<file path="src/rtl/stmr_pkg.sv">
package stmr_pkg;
  localparam int NUM_CMP = 4;
  localparam int ADDR_W  = 5;

  typedef enum logic [2:0] {
    SEL_CTRL,
    SEL_CLO,
    SEL_CHI,
    SEL_CMP,
    SEL_BAD
  } reg_sel_e;

  // Word-aligned offsets only; anything from 0x1C upward is unmapped.
  function automatic reg_sel_e decode_off(input logic [ADDR_W-1:0] off);
    reg_sel_e s;
    if (off[1:0] != 2'b00) s = SEL_BAD;
    else begin
      case (off[4:2])
        3'd0:                   s = SEL_CTRL;
        3'd1:                   s = SEL_CLO;
        3'd2:                   s = SEL_CHI;
        3'd3, 3'd4, 3'd5, 3'd6: s = SEL_CMP;
        default:                s = SEL_BAD;
      endcase
    end
    return s;
  endfunction

  // Channel index is bits [3:2] of the offset relative to the first compare word.
  function automatic logic [1:0] cmp_index(input logic [ADDR_W-1:0] off);
    logic [ADDR_W-1:0] rel;
    rel = off - ADDR_W'(5'h0C);
    return rel[3:2];
  endfunction
endpackage

</file>
<file path="src/rtl/stmr_tick_gen.sv">
module stmr_tick_gen #(
  parameter int DIV = 50
) (
  input  logic clk,
  input  logic rst_n,
  output logic tick
);
  localparam int PW = (DIV > 1) ? $clog2(DIV) : 1;

  logic [PW-1:0] pcnt_q;

  assign tick = (pcnt_q == PW'(DIV - 1));

  always_ff @(posedge clk) begin
    if (!rst_n)    pcnt_q <= '0;
    else if (tick) pcnt_q <= '0;
    else           pcnt_q <= pcnt_q + PW'(1);
  end

  generate
    if (DIV > 1) begin : g_gap
      AST_TICK_GAP: assert property (@(posedge clk) disable iff (!rst_n)
        tick |=> !tick);
    end
  endgenerate
endmodule

</file>
<file path="src/rtl/stmr_count64.sv">
module stmr_count64 #(
  parameter int WORD_W = 32
) (
  input  logic                clk,
  input  logic                rst_n,
  input  logic                tick,
  output logic [2*WORD_W-1:0] cnt_q,
  output logic [WORD_W-1:0]   next_lo
);
  localparam int CNT_W = 2 * WORD_W;

  function automatic logic [CNT_W-1:0] step(input logic [CNT_W-1:0] v);
    return v + CNT_W'(1);
  endfunction

  logic [CNT_W-1:0] cnt_next;
  assign cnt_next = step(cnt_q);
  assign next_lo  = cnt_next[WORD_W-1:0];

  always_ff @(posedge clk) begin
    if (!rst_n)    cnt_q <= '0;
    else if (tick) cnt_q <= cnt_next;
  end

  AST_CNT_STEP: assert property (@(posedge clk) disable iff (!rst_n)
    tick |=> (cnt_q == $past(cnt_q) + CNT_W'(1)));
  AST_CNT_HOLD: assert property (@(posedge clk) disable iff (!rst_n)
    !tick |=> $stable(cnt_q));
endmodule

</file>
<file path="src/rtl/stmr_cmp_bank.sv">
module stmr_cmp_bank
  import stmr_pkg::*;
#(
  parameter int WORD_W = 32
) (
  input  logic                      clk,
  input  logic                      rst_n,
  input  logic                      tick,
  input  logic [WORD_W-1:0]         next_lo,
  input  logic                      cmp_we,
  input  logic [1:0]                cmp_idx,
  input  logic [WORD_W-1:0]         wdata,
  input  logic [NUM_CMP-1:0]        clr_mask,
  output logic [NUM_CMP*WORD_W-1:0] cmp_flat,
  output logic [NUM_CMP-1:0]        status_q,
  output logic [NUM_CMP-1:0]        match_evt
);
  for (genvar i = 0; i < NUM_CMP; i++) begin : g_ch
    logic [WORD_W-1:0] cmp_q;

    always_ff @(posedge clk) begin
      if (!rst_n)                             cmp_q <= '0;
      else if (cmp_we && cmp_idx == 2'(i))    cmp_q <= wdata;
    end

    assign cmp_flat[i*WORD_W +: WORD_W] = cmp_q;
    assign match_evt[i] = tick && (next_lo == cmp_q);

    // A new match wins over a same-cycle clear.
    always_ff @(posedge clk) begin
      if (!rst_n)            status_q[i] <= 1'b0;
      else if (match_evt[i]) status_q[i] <= 1'b1;
      else if (clr_mask[i])  status_q[i] <= 1'b0;
    end

    AST_STICKY: assert property (@(posedge clk) disable iff (!rst_n)
      (status_q[i] && !clr_mask[i]) |=> status_q[i]);
    AST_SET_WINS: assert property (@(posedge clk) disable iff (!rst_n)
      match_evt[i] |=> status_q[i]);
  end
endmodule

</file>
<file path="src/rtl/sys_timer_periph.sv">
module sys_timer_periph
  import stmr_pkg::*;
#(
  parameter int CLK_DIV = 50,
  parameter int WORD_W  = 32
) (
  input  logic              clk,
  input  logic              rst_n,
  input  logic [4:0]        bus_addr,
  input  logic              bus_wr,
  input  logic              bus_rd,
  input  logic [WORD_W-1:0] bus_wdata,
  output logic [WORD_W-1:0] bus_rdata,
  output logic              bus_err,
  output logic              irq
);
  localparam int CNT_W = 2 * WORD_W;

  logic                      tick;
  logic [CNT_W-1:0]          cnt_q;
  logic [WORD_W-1:0]         next_lo;
  logic [NUM_CMP*WORD_W-1:0] cmp_flat;
  logic [NUM_CMP-1:0]        status_q;
  logic [NUM_CMP-1:0]        match_evt;
  logic [WORD_W-1:0]         shadow_q;

  reg_sel_e   sel;
  logic [1:0] idx;
  logic       wr_cmp, wr_stat, wr_cnt, rd_lo, bad_acc;
  logic [NUM_CMP-1:0] clr_mask;
  logic [WORD_W-1:0]  rd_mux;

  assign sel      = decode_off(bus_addr);
  assign idx      = cmp_index(bus_addr);
  assign wr_cmp   = bus_wr && (sel == SEL_CMP);
  assign wr_stat  = bus_wr && (sel == SEL_CTRL);
  assign wr_cnt   = bus_wr && ((sel == SEL_CLO) || (sel == SEL_CHI));
  assign rd_lo    = bus_rd && (sel == SEL_CLO);
  assign bad_acc  = ((bus_wr || bus_rd) && (sel == SEL_BAD)) || wr_cnt;
  assign clr_mask = wr_stat ? bus_wdata[NUM_CMP-1:0] : '0;

  stmr_tick_gen #(.DIV(CLK_DIV)) u_tick (
    .clk(clk), .rst_n(rst_n), .tick(tick)
  );

  stmr_count64 #(.WORD_W(WORD_W)) u_cnt (
    .clk(clk), .rst_n(rst_n), .tick(tick), .cnt_q(cnt_q), .next_lo(next_lo)
  );

  stmr_cmp_bank #(.WORD_W(WORD_W)) u_cmp (
    .clk(clk), .rst_n(rst_n), .tick(tick), .next_lo(next_lo),
    .cmp_we(wr_cmp), .cmp_idx(idx), .wdata(bus_wdata), .clr_mask(clr_mask),
    .cmp_flat(cmp_flat), .status_q(status_q), .match_evt(match_evt)
  );

  always_ff @(posedge clk) begin
    if (!rst_n)     shadow_q <= '0;
    else if (rd_lo) shadow_q <= cnt_q[CNT_W-1:WORD_W];
  end

  always_comb begin
    case (sel)
      SEL_CTRL: rd_mux = WORD_W'(status_q);
      SEL_CLO:  rd_mux = cnt_q[WORD_W-1:0];
      SEL_CHI:  rd_mux = shadow_q;
      SEL_CMP:  rd_mux = cmp_flat[idx*WORD_W +: WORD_W];
      default:  rd_mux = '0;
    endcase
  end

  always_ff @(posedge clk) begin
    if (!rst_n) begin
      bus_rdata <= '0;
      bus_err   <= 1'b0;
    end else begin
      bus_rdata <= bus_rd ? rd_mux : '0;
      bus_err   <= bad_acc;
    end
  end

  assign irq = |status_q;

  AST_CNT_RO: assert property (@(posedge clk) disable iff (!rst_n)
    (wr_cnt && !tick) |=> $stable(cnt_q));
  AST_BAD_ERR: assert property (@(posedge clk) disable iff (!rst_n)
    bad_acc |=> bus_err);
  AST_BAD_ZERO: assert property (@(posedge clk) disable iff (!rst_n)
    (bus_rd && sel == SEL_BAD) |=> (bus_rdata == '0));
  AST_SHADOW_CAP: assert property (@(posedge clk) disable iff (!rst_n)
    rd_lo |=> (shadow_q == $past(cnt_q[CNT_W-1:WORD_W])));
  AST_IRQ_DROP: assert property (@(posedge clk) disable iff (!rst_n)
    (wr_stat && (&bus_wdata[NUM_CMP-1:0]) && match_evt == '0) |=> !irq);
  AST_ERR_PULSE: assert property (@(posedge clk) disable iff (!rst_n)
    (!bus_wr && !bus_rd) |=> !bus_err);
endmodule

</file>
<file path="config.mk">
export PLATFORM = sky130hd
export DESIGN_NAME = sys_timer_periph
export DESIGN_NICKNAME = d
export VERILOG_FILES = /design/src/rtl/stmr_pkg.sv /design/src/rtl/stmr_tick_gen.sv /design/src/rtl/stmr_count64.sv /design/src/rtl/stmr_cmp_bank.sv /design/src/rtl/sys_timer_periph.sv
export SDC_FILE = /design/constraint.sdc
export NUM_CORES = 1
export LEC_CHECK = 0
export CAP_MARGIN = 25
export CORE_UTILIZATION = 25
export CTS_CLUSTER_DIAMETER = 60
export DETAILED_ROUTE_END_ITERATION = 10
export DONT_BUFFER_PORTS = 1
export GPL_TIMING_DRIVEN = 0
export SLEW_MARGIN = 10
export SYNTH_ARGS = -nofsm -noshare
export SYNTH_HDL_FRONTEND = slang
export SYNTH_HIERARCHICAL = 1
export SYNTH_SLANG_ARGS = --single-unit
</file>
<file path="constraint.sdc">
create_clock -name clk -period 3.3 [get_ports clk]
set_clock_uncertainty 0.1 [all_clocks]
set_input_delay 0.66 -clock clk [delete_from_list [all_inputs] [get_ports clk]]
set_output_delay 0.66 -clock clk [all_outputs]
set_load 0.05 [all_outputs]
</file>
==> flow_summary.json <==
{
  "outcome": "complete, but fails checks",
  "violations": "DRC",
  "ctsHoldBuffers": 0,
  "cts_root_buffer": "clkbuf_16",
  "crit_path_end_kind": "flop",
  "grt_use_total": 0.178,
  "cts.reportedPaths.clkPinSlew_ns": 0.07,
  "whs_endpoint": "u_cmp/g_ch[2].cmp_q[7]$_SDFFE_PN0P_",
  "hold_violations": 0,
  "insertion_delay_ns": 0.58,
  "h-tree-depth": 1,
  "syn_nets": 1653,
  "final_layout_size_suffix_gt1_frac": 0.153,
  "grt-ovfl-total": 0,
  "stdcell_count": 2378,
  "antenna_found_initial": 3,
  "routed_wl_microns": 49400,
  "r2r_slack_ns": 0.11,
  "whs_ns": 0.114,
  "pre_cts_ws_ns": -1.32,
  "grt_pass1_vias": 11500,
  "crit_fanout": 4,
  "worstPathRequired_ns": 3.71,
  "path_class": "reg -> reg",
  "ios": 75,
  "syn_to_final_growth_pct": 19.3,
  "drtAntennaViolNets": 0,
  "drc": 3,
  "gp_congestion": 0.964,
  "dieArea_sq_mm": 0.0548,
  "rr_startpoint": "u_cnt/cnt_q[0]$_SDFFE_PN0P_",
  "num_vias": 12000,
  "nFillCells": 5567,
  "io_buffers": 0,
  "fmax_mhz": 313,
  "powerDensity_mw_per_mm2": 456,
  "synth.avg_cell_area_sq_um": 8.39,
  "clock-sinks": 267,
  "grt_pass1_wl_microns": 72800,
  "nNetsFinal": 1714,
  "maxCapViolCount": 0,
  "die_w_microns": 234,
  "r2r-end": "u_cmp/status_q[2]$_SDFFE_PN0P_",
  "drt_iter0_markers": 1094,
  "arrival_ns": 3.61,
  "avgViaCountPerCell": 5.06,
  "tritoncts": "done",
  "core_area_sq_mm": 0.0529,
  "yosys_warnings": 6,
  "drv_slew": 0,
  "cts_made_buffers": 31,
  "setup_ws_ns": 0.107,
  "dp.cells": 2294,
  "worst_pin_slew_ns": 0.882,
  "rows": 84,
  "holdCritPathClass": "in -> reg",
  "maxSlewHeadroom": 0.412,
  "holdPathStages": 2,
  "die_y_microns": 234,
  "fin_crit_ns": 3.19,
  "finalCritPeriodShare": 0.968,
  "start_util": 0.255,
  "finalSetupViolations": 0,
  "synthCells": 1605,
  "cp-start-kind": "flop",
  "final_cell_mix": "nand2_1, dfxtp_1, a21oi_1, xor2_1, xnor2_1",
  "p_leak_nw": 5.60,
  "place_hpwl_microns": 37500,
  "worstRegToRegCells": 14,
  "layout_commonest_cell": "nand2_1",
  "holdCritStartpoint": "bus_wdata[7]",
  "wire_per_inst_microns": 20.8,
  "cts_buffer_depth": 3,
  "synth_area_sq_mm": 0.0135,
  "antennaDiodeCount": 0,
  "utilization": 0.304,
  "grt_max_degree": 18,
  "first_pass_iters": 8,
  "irDropWorstVdd_v": 0.000424
}
-- stage by stage --
| step | TNS (ns) | instance area (sq um) | power, mW |
|---|---|---|---|
| after CTS | 0 | 15700 | 7.39 |
| after global placement | -159.36 | 14300 | 3.62 |
| after detailed placement | -132.20 | 14400 | 3.62 |
| after global routing | -0.0428 | 16100 | 7.56 |
| after floorplan | 0 | 13500 | 3.52 |
| final | 0 | 16100 | 7.34 |
-- routing by layer --
layer | share of wire | vias up | global-route usage
met3 | 0.080 | 127 | 0.0342
met4 | 0.044 | 2 | 0.0678
met5 | 0.00026 | - | 0
met1 | 0.41 | 5761 | 0.229
li1 | - | 5617 | -
met2 | 0.46 | 526 | 0.294
-- how the worst max path moves through the flow --
stage	cells past startpoint	end	from
floorplan	13	u_cmp/g_ch[0].cmp_q[19]$_SDFFE_PN0P_	bus_addr[2]
global placement	12	u_cmp/g_ch[0].cmp_q[22]$_SDFFE_PN0P_	bus_addr[2]
detailed placement	12	u_cmp/g_ch[0].cmp_q[25]$_SDFFE_PN0P_	bus_addr[2]
CTS	14	u_cmp/status_q[2]$_SDFFE_PN0P_	u_cnt/cnt_q[1]$_SDFFE_PN0P_
global route	12	u_cmp/status_q[2]$_SDFFE_PN0P_	u_cnt/cnt_q[0]$_SDFFE_PN0P_
finish	14	u_cmp/status_q[2]$_SDFFE_PN0P_	u_cnt/cnt_q[0]$_SDFFE_PN0P_
-- critical path: stages (launching register included) --
cell	delay, ns
dfxtp_4	0.37
ha_4	0.13
buf_6	0.08
nand4_1	0.18
nor4_4	0.23
buf_4	0.17
buf_8	0.10
buf_4	0.11
xor2_1	0.16
buf_4	0.19
xor2_1	0.14
nor4_2	0.33
nand4_1	0.15
or4_4	0.57
o21ai_2	0.12
-- repair_timing --
action                                  4_1_cts  5_1_grt
setup buffers                                 8       29
gates resized for setup                      39       65
pin swaps                                    14       16
endpoints found under the setup margin      134      120
cloned                                        0        1
-- state kept, by name, indices dropped and copies added (netlist names) --
name / cells
bus_err: 1
bus_rdata: 32
shadow_q: 32
u_cmp/g_ch.cmp_q: 128
u_cmp/status_q: 4
u_cnt/cnt_q: 64
u_tick/pcnt_q: 6
-- final cells by class --
class	instances	area (sq um)	share of cell area
clock buffer	43	921	0.0573
clock inverter	14	208	0.0129
multi-input combinational	1184	7630	0.475
inverter	19	71.3	0.00444
sequential	267	5370	0.334
tap	688	861	0.0536
timing repair buffer	38	310	0.0193
buffer	125	704	0.0438
-- power by group --
group	total (mW)	switching [mW]	internal [mW]
Clock	3.78	1.45	2.33
Combinational	0.298	0.212	0.0859
Sequential	3.26	0.0229	3.24
Total	7.34	1.68	5.65
(Power assumes the default switching activity.)
